[src/rtl/pvic_pkg.sv]
package pvic_pkg;
   localparam int NUM_SLOT = 11;
   localparam int NUM_EXT  = 3;
   localparam int NUM_DEV  = 7;

   // slot index = priority rank (0 highest)
   localparam int SLOT_PWD  = 0;
   localparam int SLOT_IRQ2 = 1;
   localparam int SLOT_HWR  = 2;
   localparam int SLOT_HRD  = 3;
   localparam int SLOT_S0TX = 4;
   localparam int SLOT_S0RX = 5;
   localparam int SLOT_S1TX = 8;
   localparam int SLOT_S1RX = 9;
   localparam int SLOT_TMR  = 10;

   typedef enum logic [1:0] {
      SEL_MASK   = 2'd0,
      SEL_CTRL   = 2'd1,
      SEL_FORCE  = 2'd2,
      SEL_GLOBAL = 2'd3
   } reg_sel_e;

   typedef struct packed {
      logic                sp1_pins;
      logic                nest;
      logic [NUM_EXT-1:0]  edge_mode;
   } ctrl_t;
endpackage

[src/rtl/pvic_capture.sv]
module pvic_capture
   import pvic_pkg::*;
(
   input  logic                clk,
   input  logic                rst_n,
   input  logic [NUM_EXT-1:0]  irq_n,
   input  ctrl_t               ctrl,
   input  logic                pwd_req,
   input  logic [NUM_DEV-1:0]  dev_req,
   input  logic [NUM_SLOT-1:0] force_set,
   input  logic [NUM_SLOT-1:0] force_clr,
   input  logic [NUM_SLOT-1:0] take_clr,
   output logic [NUM_SLOT-1:0] req
);
   if (NUM_EXT != 3) begin : g_bad_ext
      $error("pvic_capture expects three external pins");
   end

   logic [NUM_EXT-1:0]  prev_n;
   logic [NUM_EXT-1:0]  edge_hit;
   logic [NUM_EXT-1:0]  low_lvl;
   logic [NUM_SLOT-1:0] pend_q;
   logic [NUM_SLOT-1:0] set_v;
   logic [NUM_SLOT-1:0] lvl_v;
   logic [NUM_SLOT-1:0] keep_v;

   for (genvar k = 0; k < NUM_EXT; k++) begin : g_pin
      assign edge_hit[k] = ctrl.edge_mode[k] & prev_n[k] & ~irq_n[k];
      assign low_lvl[k]  = ~ctrl.edge_mode[k] & ~irq_n[k];
   end

   always_comb begin
      set_v = '0;
      lvl_v = '0;
      set_v[SLOT_PWD]  = pwd_req;
      set_v[SLOT_IRQ2] = edge_hit[2];
      lvl_v[SLOT_IRQ2] = low_lvl[2];
      set_v[SLOT_HWR]  = dev_req[0];
      set_v[SLOT_HRD]  = dev_req[1];
      set_v[SLOT_S0TX] = dev_req[2];
      set_v[SLOT_S0RX] = dev_req[3];
      set_v[SLOT_S1TX] = ctrl.sp1_pins ? edge_hit[1] : dev_req[4];
      lvl_v[SLOT_S1TX] = ctrl.sp1_pins & low_lvl[1];
      set_v[SLOT_S1RX] = ctrl.sp1_pins ? edge_hit[0] : dev_req[5];
      lvl_v[SLOT_S1RX] = ctrl.sp1_pins & low_lvl[0];
      set_v[SLOT_TMR]  = dev_req[6];
   end

   assign keep_v = pend_q & ~force_clr & ~take_clr;

   always_ff @(posedge clk) begin
      if (!rst_n) begin
         prev_n <= '1;
         pend_q <= '0;
      end else begin
         prev_n <= irq_n;
         pend_q <= keep_v | set_v | force_set;
      end
   end

   assign req = pend_q | lvl_v;

   assert_latch_hold_R6: assert property (@(posedge clk) disable iff (!rst_n)
      1'b1 |=> ((pend_q & $past(keep_v)) == $past(keep_v)));
endmodule

[src/rtl/pvic_pick.sv]
module pvic_pick #(
   parameter int N     = 11,
   localparam int IDX_W = $clog2(N)
) (
   input  logic             clk,
   input  logic             rst_n,
   input  logic [N-1:0]     cand,
   output logic [N-1:0]     grant,
   output logic [IDX_W-1:0] idx,
   output logic             any
);
   logic [N:0] seen;
   assign seen[0] = 1'b0;

   for (genvar i = 0; i < N; i++) begin : g_chain
      assign grant[i]  = cand[i] & ~seen[i];
      assign seen[i+1] = seen[i] | cand[i];
   end

   assign any = seen[N];

   always_comb begin
      idx = '0;
      for (int i = 0; i < N; i++) begin
         if (grant[i]) idx = IDX_W'(i);
      end
   end

   assert_grant_onehot_R2: assert property (@(posedge clk) disable iff (!rst_n)
      $onehot0(grant));
endmodule

[src/rtl/pvic_service.sv]
module pvic_service #(
   parameter int N = 11
) (
   input  logic         clk,
   input  logic         rst_n,
   input  logic         nest,
   input  logic         take,
   input  logic [N-1:0] grant,
   input  logic         ret,
   output logic [N-1:0] allow
);
   logic [N-1:0] isr_q;
   logic [N-1:0] ret_bit;
   logic [N:0]   above;
   logic         busy;

   assign ret_bit  = isr_q & (~isr_q + N'(1));
   assign busy     = |isr_q;
   assign above[0] = 1'b0;

   for (genvar i = 0; i < N; i++) begin : g_allow
      assign above[i+1] = above[i] | isr_q[i];
      assign allow[i]   = nest ? ~above[i+1] : ~busy;
   end

   always_ff @(posedge clk) begin
      if (!rst_n) begin
         isr_q <= '0;
      end else begin
         isr_q <= (isr_q & ~(ret ? ret_bit : '0)) | (take ? grant : '0);
      end
   end

   assert_ret_drops_one_R9: assert property (@(posedge clk) disable iff (!rst_n)
      (ret && busy && !take) |=> ($countones(isr_q) == $countones($past(isr_q)) - 1));
endmodule

[src/rtl/irq_vector_ctrl.sv]
module irq_vector_ctrl
   import pvic_pkg::*;
#(
   parameter int VEC_W    = 14,
   parameter int VEC_STEP = 4,
   localparam int DATA_W  = 2 * NUM_SLOT,
   localparam int IDX_W   = $clog2(NUM_SLOT)
) (
   input  logic               clk,
   input  logic               rst_n,
   input  logic [NUM_EXT-1:0] irq_n,
   input  logic               pwd_req,
   input  logic [NUM_DEV-1:0] dev_req,
   input  logic               reg_we,
   input  logic [1:0]         reg_sel,
   input  logic [DATA_W-1:0]  reg_wdata,
   input  logic               irq_take,
   input  logic               irq_ret,
   output logic               irq_valid,
   output logic [VEC_W-1:0]   irq_vector
);
   if (VEC_STEP < 1 || NUM_SLOT * VEC_STEP >= (1 << VEC_W)) begin : g_bad_vec
      $error("vector width too small for the vector map");
   end

   localparam logic [VEC_W-1:0] PWD_VEC = VEC_W'(NUM_SLOT * VEC_STEP);

   logic [NUM_SLOT-1:0] mask_q;
   ctrl_t               ctrl_q;
   logic                gie_q;
   logic                blk_q;
   logic                wr_mask, wr_ctrl, wr_force, wr_glob;
   logic [NUM_SLOT-1:0] force_set, force_clr, take_clr;
   logic [NUM_SLOT-1:0] req, allow, elig, grant;
   logic [IDX_W-1:0]    idx;
   logic                any;

   assign wr_mask  = reg_we && (reg_sel == SEL_MASK);
   assign wr_ctrl  = reg_we && (reg_sel == SEL_CTRL);
   assign wr_force = reg_we && (reg_sel == SEL_FORCE);
   assign wr_glob  = reg_we && (reg_sel == SEL_GLOBAL);

   assign force_set = wr_force ? reg_wdata[NUM_SLOT-1:0] : '0;
   assign force_clr = wr_force ? reg_wdata[DATA_W-1:NUM_SLOT] : '0;
   assign take_clr  = irq_take ? grant : '0;

   always_ff @(posedge clk) begin
      if (!rst_n) begin
         mask_q <= '0;
         ctrl_q <= '0;
         gie_q  <= 1'b1;
         blk_q  <= 1'b0;
      end else begin
         blk_q <= wr_mask;
         if (wr_mask) mask_q <= reg_wdata[NUM_SLOT-1:0];
         if (wr_ctrl) ctrl_q <= ctrl_t'(reg_wdata[$bits(ctrl_t)-1:0]);
         if (wr_glob) gie_q  <= reg_wdata[0];
      end
   end

   pvic_capture u_capture (
      .clk       (clk),
      .rst_n     (rst_n),
      .irq_n     (irq_n),
      .ctrl      (ctrl_q),
      .pwd_req   (pwd_req),
      .dev_req   (dev_req),
      .force_set (force_set),
      .force_clr (force_clr),
      .take_clr  (take_clr),
      .req       (req)
   );

   pvic_service #(.N(NUM_SLOT)) u_service (
      .clk   (clk),
      .rst_n (rst_n),
      .nest  (ctrl_q.nest),
      .take  (irq_take),
      .grant (grant),
      .ret   (irq_ret),
      .allow (allow)
   );

   // powerdown slot bypasses the mask
   assign elig = req & (mask_q | NUM_SLOT'(1)) & allow;

   pvic_pick #(.N(NUM_SLOT)) u_pick (
      .clk   (clk),
      .rst_n (rst_n),
      .cand  (elig),
      .grant (grant),
      .idx   (idx),
      .any   (any)
   );

   assign irq_valid  = any & gie_q & ~blk_q;
   assign irq_vector = !irq_valid        ? '0 :
                       grant[SLOT_PWD]   ? PWD_VEC :
                       VEC_W'(VEC_STEP) * VEC_W'(idx);

   assert_take_needs_valid_R1: assert property (@(posedge clk) disable iff (!rst_n)
      irq_take |-> irq_valid);

   assert_mask_write_blocks_R4: assert property (@(posedge clk) disable iff (!rst_n)
      wr_mask |=> !irq_valid);

   assert_global_off_blocks_R5: assert property (@(posedge clk) disable iff (!rst_n)
      (wr_glob && !reg_wdata[0]) |=> !irq_valid);

   assert_seq_no_preempt_R10: assert property (@(posedge clk) disable iff (!rst_n)
      (irq_take && !ctrl_q.nest && !wr_ctrl) |=> !irq_valid);
endmodule

[config.mk]
export PLATFORM = sky130hd
export DESIGN_NAME = irq_vector_ctrl
export DESIGN_NICKNAME = d
export VERILOG_FILES = /design/src/rtl/pvic_pkg.sv /design/src/rtl/pvic_capture.sv /design/src/rtl/pvic_pick.sv /design/src/rtl/pvic_service.sv /design/src/rtl/irq_vector_ctrl.sv
export SDC_FILE = /design/constraint.sdc
export NUM_CORES = 1
export LEC_CHECK = 0
export ABC_AREA = 1
export BUFFER_PORTS_ARGS = -buffer_cell sky130_fd_sc_hd__buf_2
export CAP_MARGIN = 20
export CORE_MARGIN = 8
export CORE_UTILIZATION = 53
export DETAILED_ROUTE_END_ITERATION = 8
export PLACE_DENSITY_LB_ADDON = 0.05
export SLEW_MARGIN = 20
export SYNTH_ARGS = -nofsm -noshare
export SYNTH_HDL_FRONTEND = slang
export SYNTH_SLANG_ARGS = --single-unit
[constraint.sdc]
create_clock -name clk -period 2.7 [get_ports clk]
set_input_delay 0.405 -clock clk [delete_from_list [all_inputs] [get_ports clk]]
set_output_delay 0.405 -clock clk [all_outputs]
set_load 0.01 [all_outputs]
## Word level (Yosys, flattened, before mapping)

Cells that the tools add are included.

- $add $sub $neg: 1
- Equal/unequal tests: 3
- Mux-type cells: 29
- Bitwise gates (word level): 86
- Reduce and logical (&&, ||, !) cells: 6

Operators with widths:

| cell | number |
|---|---|
| 11-bit bitwise AND | 6 |
| 11-bit 2-to-1 mux | 4 |
| 11-bit inverter | 4 |
| 4-bit 2-to-1 mux | 9 |
| 11-bit bitwise OR | 3 |
| 1-bit inverter | 29 |
| 1-bit bitwise AND | 23 |
| 1-bit bitwise OR | 20 |
| 1-bit 2-to-1 mux | 14 |
| 6-bit 2-to-1 mux | 2 |
| 11-bit by 1-bit adder with 11-bit output (second input constant) | 1 |
| 11-bit by 10-bit bitwise OR with 11-bit output | 1 |
| 11-bit OR reduction | 1 |
| 2-bit equality test (second input constant) | 2 |
| 1-bit logical AND | 4 |
| 2-bit by 1-bit equality test with 1-bit output (second input constant) | 1 |
| 2-bit zero test | 1 |

- Flip-flop bits (word level): 43
- Input bits: 40
- Logic and storage cells: 134

## Depth between registers and ports, before layout

Gate-level depths: netlist (run 1).

- Depth in word-level cells: 29
- Mapped depth: 16

## By module

A second synthesis (run 1) with hierarchy kept.

- Cells, all modules: 434
- Area total of the unflattened synthesis: 2692.6 µm²

By module, submodules not included:

| module | times used | cells an instance | area an instance (µm²) |
|---|---|---|---|
| irq_vector_ctrl | 1 | 206 | 1177.4 |
| pvic_capture | 1 | 87 | 666.9 |
| pvic_service | 1 | 100 | 631.9 |
| pvic_pick | 1 | 41 | 216.5 |

## Worst setup path before layout (run 1)

Ideal clock, no wire load.

- Path type: register to output
- From: register u_service.isr_q[0]
- To: output irq_vector[2]
- Data arrival time: 1.774 ns
- Required time: 2.295 ns
- Slack: 0.521 ns
- Cell stages (with the launch flop): 15
- Path buffers: 1
- Cell sequence: dfxtp_1 nor2_2 nand2_2 nor2_2 nand2_2 nand2_2 buf_6 nand2_4 nor4_4 nor2_4 nand2_2 nor2_4 nor2_4 inv_2 nor2_1

RTL lines:

| what | RTL line | text |
|---|---|---|
| start, declared | pvic_service.sv:12 | `logic [N-1:0] isr_q;` |
| start signal, assigned | pvic_service.sv:30 | `isr_q <= (isr_q & ~(ret ? ret_bit : '0)) \| (take ? grant : '0);` |
| 11-bit OR reduction or 1-bit bitwise OR (tied branches) | pvic_service.sv:18, pvic_service.sv:22 |  |
| 1-bit inverter or 1-bit bitwise OR (tied branches) | pvic_service.sv:23, pvic_service.sv:22 |  |
| 1-bit 2-to-1 mux (tied with other cells) | pvic_service.sv:23 | `assign allow[i] = nest ? ~above[i+1] : ~busy;` |
| 11-bit bitwise AND * | irq_vector_ctrl.sv:85 | `assign elig = req & (mask_q \| NUM_SLOT'(1)) & allow;` |
| 1-bit bitwise OR (tied with other cells) (8 in a row) | pvic_pick.sv:17 | `assign seen[i+1] = seen[i] \| cand[i];` |
| 1-bit bitwise OR or 11-bit bitwise AND (tied branches) | pvic_pick.sv:17, irq_vector_ctrl.sv:85 |  |
| 1-bit bitwise OR * | pvic_pick.sv:17 |  |
| 1-bit bitwise AND * (2 in a row) | irq_vector_ctrl.sv:96 | `assign irq_valid = any & gie_q & ~blk_q;` |
| net irq_valid | irq_vector_ctrl.sv:19 | `output logic irq_valid,` |
| 6-bit 2-to-1 mux * | irq_vector_ctrl.sv:97 | `assign irq_vector = !irq_valid ? '0 :` |
| end, declared | irq_vector_ctrl.sv:20 | `output logic [VEC_W-1:0] irq_vector` |

Mark *: on every way through the listed nets, which the timed path passes. The rest lies on a longest branch.

## Worst setup path after layout (run 1)

- From: register u_service.isr_q[6]
- To: output irq_vector[2]

- Cells in the longest elaborated chain, start to end: 18

RTL lines:

| what | RTL line | text |
|---|---|---|
| 11-bit OR reduction | pvic_service.sv:18 | `assign busy = \|isr_q;` |
| 1-bit inverter | pvic_service.sv:23 |  |
| 1-bit 2-to-1 mux | pvic_service.sv:23 |  |
| 11-bit bitwise AND * | irq_vector_ctrl.sv:85 |  |
| 1-bit inverter or 1-bit bitwise OR (tied branches) | pvic_pick.sv:16, pvic_pick.sv:17 |  |
| 1-bit bitwise AND (tied with other cells) | pvic_pick.sv:16 | `assign grant[i] = cand[i] & ~seen[i];` |
| 1-bit 2-to-1 mux (tied with other cells) | pvic_pick.sv:25 | `if (grant[i]) idx = IDX_W'(i);` |
| 4-bit 2-to-1 mux (tied with other cells) (7 in a row) | pvic_pick.sv:25 |  |
| 4-bit 2-to-1 mux or 1-bit bitwise AND (tied branches) | pvic_pick.sv:25, pvic_pick.sv:16 |  |
| 4-bit 2-to-1 mux | pvic_pick.sv:25 |  |
| 6-bit 2-to-1 mux | irq_vector_ctrl.sv:98 | `grant[SLOT_PWD] ? PWD_VEC :` |
| 6-bit 2-to-1 mux * | irq_vector_ctrl.sv:97 |  |

Every way passes the cells marked *; elsewhere a longest branch is shown, timed or not.

==> run_results.csv, run 1 <==
group,metric,value,unit
route,wl_met1,2.75,mm
synthesis,async_flop_share,0,%
critical_path,path_cells,"inv_1, nand2_2, nor2_1, nand2_4, nand2_8, nand2_2, nand3_4, nor2_4, nand4_4, nor2_4, nand2_2, nor2_4, nor2_4, inv_2, nor2_1, buf_2",
route,dr.max_layer_used,"met4",
synthesis,post-synth-top-count-cell,"nand2_1",
min_path,hold_path_end,"u_capture.prev_n[1]",
placed_design,port_buffers,44,
route,drc,0,
clock_network,insertion_delay,0.29,ns
die,die_w,80.9,um
critical_path,slowest_delay,0.35,ns
synthesis,synth_ff_type,"dfxtp_1",
route,met2WireLength,2.82,mm
die,coreArea,4030,um2
clock_network,htreeDepth,2,
sta,maxSlewHeadroom,48.3,%
synthesis,synthCells,326,
layout,area_growth,21.9,%
global_route,grt_pass1_vias,2122,
layout,fin_nets,411,
route,ant_nets,0,
sta,period_share,97.3,%
power,power_density,563,nW/um2
route,via_per_inst,5.27,
synthesis,synth_top_area_share,37.6,%
job,drv_cap,0,
critical_path,r2r_setup_slack,0.72,ns
die,die_h,80.9,um
layout,final_core_util,67.6,%
sta,tightestPinTransition,0.774,ns
synthesis,synth_enable_flop_cells,0,
critical_path,critPathBufInv,3,
placed_design,dp_hpwl,4.62,mm
critical_path,cp_max_fo,6,
critical_path,critPathTopFamily,"simple AND/OR/NAND/NOR gates",
synthesis,synth_cell_types,30,
sta,whs,0.322,ns
power,vdd_drop_max,0.000404,V
critical_path,reg2regPathDepth,10,
global_route,antenna_found_initial,0,
power,p_leak,1.25,nW
clock_network,numCtsBuffers,5,
critical_path,r2r-end,"u_capture.pend_q[5]",
power,p_int,1.14,mW
critical_path,criticalPathCategory,"reg -> out",
clock_network,cts-root-buf,"clkbuf_8",
die,start_util,55.5,%
clock_network,path_clk_slew,0.08,ns
synthesis,yosys_warnings,0,
layout,diodes,0,
sta,setup_viol,0,
outcome,outcome,"completed",
sta,hold_violations,0,
synthesis,syn_area,2230,um2
global_route,gr-usage-all-layers,18.2,%
global_route,grt_pass1_wl,9.44,mm
clock_network,cts.sink_count,42,
critical_path,start_kind,"flip-flop",
sta,fmax,381,MHz
clock_network,cts_tree,"yes",
min_path,hold_depth,3,
synthesis,avgSynthCellArea,6.85,um2
route,first_iter_violations,122,
sta,final_max_slew_viol_count,0,
critical_path,arrival,2.22,ns
route,num_vias,2225,
power,pwr-share-comb,17.5,%
die,ios,55,
synthesis,synth_area_leaders,"dfxtp_1 (38%), nand2_1 (9.7%), a21oi_1 (7.8%)",
global_route,overflow,0,
layout,drive_gt1_share,25.8,%
power,clkPwrFrac,39.2,%
critical_path,cpMostUsedCell,"nor2_4",
placed_design,gp_congestion,0.915,
route,drt_pass1_iterations,4,
min_path,hp-start,"irq_n[1]",
route,drt-wirelength-per-cell,14.4,um
sta,clock-skew-final,0.00636,ns
critical_path,cp_slowest_cell,"dfxtp_1",
route,wl,6.09,mm
global_route,grt_max_degree,24,
die,rows,23,
layout,fill_cells,356,
min_path,worstHoldPathType,"in -> reg",
synthesis,synth_seq_cells,42,
critical_path,cp_num_cells,16,
synthesis,yosysTopAreaCell,"dfxtp_1",
clock_network,cts_buffer_depth,2,
critical_path,cp-end-kind,"output pin",
power,p_sw_share,25.7,%
route,met3_length,404,um
synthesis,ys_seq_area_share,37.6,%
sta,rsz0062_at_grt,"yes",
sta,min_period,2.63,ns
synthesis,synth_top_cells_by_count,"nand2_1 (58), dfxtp_1 (42), inv_1 (41), a21oi_1 (35), nor2_1 (33)",
power,power_frac_seq,43.3,%
die,die_area,6550,um2
power,switching_power,0.394,mW
critical_path,r2r_start,"u_service.isr_q[0]",
critical_path,required,2.30,ns
## worst register-to-register path, delay by kind of cell (launching register included)
kind,cells,cell delay [ns]
simple gates,8,1.25
flops,1,0.37
compound gates,2,0.23
## flip-flops by register name (all words and copies together) (netlist names)
register	flops
u_capture.prev_n	3
blk_q	1
ctrl_q	5
u_service.isr_q	11
gie_q	1
u_capture.pend_q	11
mask_q	10
## per-layer routing
metal	track usage, %	vias to the layer above
li1	-	1146
met1	23.1	1004
met2	28.9	62
met3	4.08	13
met4	8.21	0
met5	0	-
## cell usage in the layout (no fill, tap or decap)
| cell type | count |
|---|---|
| nand2_1 | 56 |
| buf_2 | 44 |
| inv_1 | 40 |
| a21oi_1 | 35 |
| dfxtp_1 | 34 |
| nor2_1 | 28 |
| o21ai_0 | 27 |
| nand3_1 | 16 |
| conb_1 | 10 |
| nor2_4 | 8 |
| a31oi_1 | 8 |
| nand4_1 | 8 |
| dfxtp_2 | 7 |
| nand2_2 | 6 |
| nor3_1 | 6 |
| clkbuf_8 | 6 |
| buf_4 | 5 |
| nor2_2 | 4 |
| nand2_4 | 3 |
| o31ai_1 | 3 |
| inv_2 | 2 |
| nor3_2 | 2 |
| bufinv_16 | 2 |
| nand2_8 | 1 |
| nor4_4 | 1 |
| a21boi_0 | 1 |
| o21ai_4 | 1 |
| nand3_4 | 1 |
| nand4_4 | 1 |
| a211oi_1 | 1 |
| o2111a_1 | 1 |
| o21bai_1 | 1 |
| nand3_2 | 1 |
| a21o_1 | 1 |
| dfxtp_4 | 1 |
## through the flow
step / instances / total power [mW] / setup TNS (ns) / cell area (um2) / setup WS (ns)
detailed placement: 412 / 0.915 / 0 / 2460 / 0.187
floorplan: 335 / 0.849 / 0 / 2270 / 0.521
finish: 422 / 1.53 / 0 / 2720 / 0.0721
CTS: 420 / 1.52 / 0 / 2620 / 0.000350
global route: 422 / 1.61 / -0.267 / 2720 / -0.0841
global placement: 412 / 0.912 / 0 / 2460 / 0.233
## cells by family (layout without fill, tap and decap cells)
group,after synthesis,after routing,synth area share [%]
other cells,1,10,0.168
compound gates,79,79,19.2
simple gates,141,142,30.3
buf+inv,63,99,12.7
flops,42,42,37.6
## final cells by class
cell class                 count  area (um2)  share of cell area, %
clock buffer                   6        82.6                   3.03
clock inverter                 2        60.1                   2.20
inverter                      42         158                   5.79
multi-input combinational    231        1250                   45.9
sequential                    42         853                   31.3
tap                           50        62.6                   2.30
timing repair buffer          49         258                   9.46
## how the worst max path moves through the flow
stage | start | end | slack [ns]
floorplan | u_service.isr_q[0] | irq_vector[2] | 0.52
finish | u_service.isr_q[6] | irq_vector[2] | 0.07
global route | u_service.isr_q[5] | irq_vector[5] | -0.08
global placement | u_service.isr_q[2] | irq_vector[2] | 0.23
detailed placement | u_service.isr_q[0] | irq_vector[2] | 0.19
CTS | u_service.isr_q[7] | irq_vector[5] | 0.0004
## power by group through the flow
stage / combinational (mW) / clock [mW] / sequential [mW]
floorplan: 0.176 / 0 / 0.673
global placement: 0.234 / 0 / 0.678
detailed placement: 0.236 / 0 / 0.678
CTS: 0.242 / 0.613 / 0.664
global route: 0.295 / 0.643 / 0.668
finish: 0.268 / 0.601 / 0.665
## timing repair
action	4_1_cts	5_1_grt
endpoints found under the setup margin	5	5
hold buffers	0	0
cloned	0	1
gates resized for setup	6	23
buffers inserted	0	1
pin swaps	2	6
Note: power is estimated with default switching activity, not from simulation.
==> run 2: changes to the inputs <==
--- a/config.mk
+++ b/config.mk
@@ -5,7 +5,6 @@
 export SDC_FILE = /design/constraint.sdc
 export NUM_CORES = 1
 export LEC_CHECK = 0
-export ABC_AREA = 1
 export BUFFER_PORTS_ARGS = -buffer_cell sky130_fd_sc_hd__buf_2
 export CAP_MARGIN = 20
 export CORE_MARGIN = 8
==> run 2 against run 1 <==
Clock skew grew 0.0041 ns. First-iteration DRC count grew 110%. Core utilization grew 0.14 points. Critical endpoint unchanged. Die area grew 2.6%. Non-clock buffer count grew 21. Sequential power is essentially flat. Total power shrank 2.9%. Flip-flop and latch count is the same. The flow now finishes with violations (negative setup slack). Count of clock-buffer cells in the layout shrank 1.
==> run_results.csv, run 2 <==
group,metric,value,unit
synthesis,synth_enable_flop_cells,0,
placed_design,gp_congestion,0.898,
route,drt_pass1_iterations,4,
sta,period_share,104,%
synthesis,synth_top_cells_by_count,"dfxtp_1 (42), nand2_1 (29), nor2_1 (29), a21oi_1 (23), mux2i_1 (16)",
critical_path,arrival,2.40,ns
synthesis,post-synth-top-count-cell,"dfxtp_1",
global_route,grt_pass1_wl,10.3,mm
sta,fin_ws,-0.105,ns
clock_network,path_clk_slew,0.08,ns
layout,diodes,0,
critical_path,r2r_setup_slack,0.33,ns
layout,final_area,2890,um2
route,drc,0,
synthesis,avgSynthCellArea,8.33,um2
critical_path,cp_max_fo,4,
critical_path,required,2.30,ns
sta,clock-skew-final,0.0104,ns
placed_design,port_buffers,44,
layout,final_common_cell,"buf_2",
synthesis,synth_area_leaders,"dfxtp_1 (36%), mux2i_1 (6.9%), a21oi_1 (5.0%)",
layout,drive_gt1_share,32.8,%
critical_path,r2r_start,"u_service.isr_q[1]",
clock_network,numCtsBuffers,5,
synthesis,synthCells,277,
sta,whs,0.315,ns
sta,rsz0062_at_grt,"yes",
global_route,gr-usage-all-layers,19.6,%
global_route,antenna_found_initial,0,
critical_path,reg2regPathDepth,9,
route,ant_nets,0,
critical_path,r2r-end,"u_service.isr_q[9]",
clock_network,cts.sink_count,42,
placed_design,dp_hpwl,4.88,mm
synthesis,synth_seq_cells,42,
sta,final_max_slew_viol_count,0,
layout,area_growth,25.2,%
clock_network,ctsHoldBuffers,0,
critical_path,criticalPathCategory,"reg -> out",
route,wl,6.70,mm
sta,fmax,356,MHz
power,power_density,515,nW/um2
global_route,grt_pass1_vias,2108,
die,die_w,82.0,um
sta,setup_viol,4,
placed_design,placed_area,2590,um2
critical_path,crit_path_end,"irq_vector[2]",
route,first_iter_violations,252,
synthesis,ys_seq_area_share,36.4,%
critical_path,cp-end-kind,"output pin",
layout,fin_nets,380,
clock_network,insertion_delay,0.30,ns
outcome,violations,"negative setup slack",
job,drv_cap,0,
sta,maxSlewHeadroom,48.9,%
route,via_per_inst,5.94,
critical_path,startpoint,"u_service.isr_q[1]",
clock_network,htreeDepth,2,
die,die_h,82.0,um
power,total_power,1.49,mW
power,p_leak,1.28,nW
synthesis,yosysTopAreaCell,"dfxtp_1",
synthesis,yosys_warnings,0,
die,ios,55,
die,start_util,54.1,%
min_path,worstHoldPathType,"in -> reg",
synthesis,async_flop_share,0,%
die,die_area,6720,um2
synthesis,synth_ff_type,"dfxtp_1",
synthesis,synth_top_area_share,36.4,%
synthesis,syn_area,2310,um2
die,coreArea,4260,um2
sta,min_period,2.81,ns
sta,hold_violations,0,
sta,tightestPinTransition,0.766,ns
clock_network,cts_buffer_depth,2,
clock_network,cts-root-buf,"clkbuf_8",
global_route,grt_max_degree,23,
layout,top_regs,"u_capture.pend_q: 11 flops, u_service.isr_q: 11 flops, mask_q: 10 flops",
outcome,outcome,"complete, but fails checks",
route,drt-wirelength-per-cell,17.0,um
critical_path,start_kind,"flip-flop",
die,rows,24,
layout,final_cell_mix,"buf_2 (43), dfxtp_1 (40), nand2_1 (27)",
route,num_vias,2333,
clock_network,cts_tree,"yes",
layout,final_core_util,67.8,%
synthesis,synth_cell_types,55,
global_route,overflow,0,
power,vdd_drop_max,0.000528,V
-- run 2: cell count changes after synthesis, moves of 6 or more --
cell,delta
a21oi_1,-12
a31oi_1,-6
inv_1,-32
mux2i_1,+16
nand2_1,-29
nand2_2,-6
nand4_1,-6
o21ai_0,-19
-- run 2: area by class of cell --
cell class / instances / area, um2
clock buffers: 5 / 68.8
clock inverters: 3 / 43.8
fillers: 379 / 1380
inverters: 9 / 33.8
multi-input cells: 212 / 1410
flip-flops and latches: 42 / 843
well taps: 52 / 65.1
repair buffers: 70 / 425
-- run 2: worst min-delay path by stage --
stage                         from                  end  slack (ns)  cells past startpoint
2_1_floorplan  u_capture.pend_q[6]  u_capture.pend_q[6]        0.44                      2
3_3_place_gp   u_capture.pend_q[6]  u_capture.pend_q[6]        0.45                      2
3_5_place_dp   u_capture.pend_q[6]  u_capture.pend_q[6]        0.46                      2
4_1_cts                   irq_n[1]  u_capture.prev_n[1]        0.31                      2
5_1_grt                   irq_n[1]  u_capture.prev_n[1]        0.32                      2
6_report                  irq_n[1]  u_capture.prev_n[1]        0.32                      2
-- run 2: worst max-delay path, cell delays in order, from the launching register on --
cell and delay (ns):
dfxtp_2 0.33, or4_4 0.55, nor4_4 0.32, mux2_4 0.26, a311oi_4 0.10, a31o_1 0.23, a31oi_1 0.15, buf_2 0.16
-- run 2: logic make-up (layout without fill, tap and decap cells) --
logic type | count (synthesis) | after routing | synth area share (%)
AO/OA/AOI/OAI | 72 | 72 | 21.6
buffers and inverters | 32 | 87 | 8.08
flip-flops | 42 | 42 | 36.4
multiplexers | 17 | 17 | 7.59
other | 1 | 10 | 0.163
AND/OR/NAND/NOR | 113 | 113 | 26.1
-- run 2: per-stage QoR --
step                      instances  worst slack (ns)  setup TNS (ns)
after floorplan                 286             0.191               0
after global placement          374             0.208               0
after detailed placement        374             0.171               0
after CTS                       386            -0.162          -0.367
after global routing            393            -0.174          -0.527
final                           393            -0.105          -0.289
-- run 2: report_power, final --
part | internal [mW] | switching (mW)
Combinational | 0.147 | 0.163
Sequential | 0.646 | 0.0189
Clock | 0.277 | 0.236
-- run 2: layer usage --
layer	vias up	wire [um]	GRT usage, %
li1	1121	-	-
met1	1111	3070	26.6
met2	92	3170	30.2
met3	9	374	3.39
met4	0	80	7.19
met5	-	0	0
-- run 2: repair_timing --
| item | 4_1_cts | 5_1_grt |
|---|---|---|
| pin swaps | 7 | 7 |
| resized for setup | 6 | 17 |
| endpoints found under the setup margin | 5 | 5 |
| setup buffers | 4 | 7 |
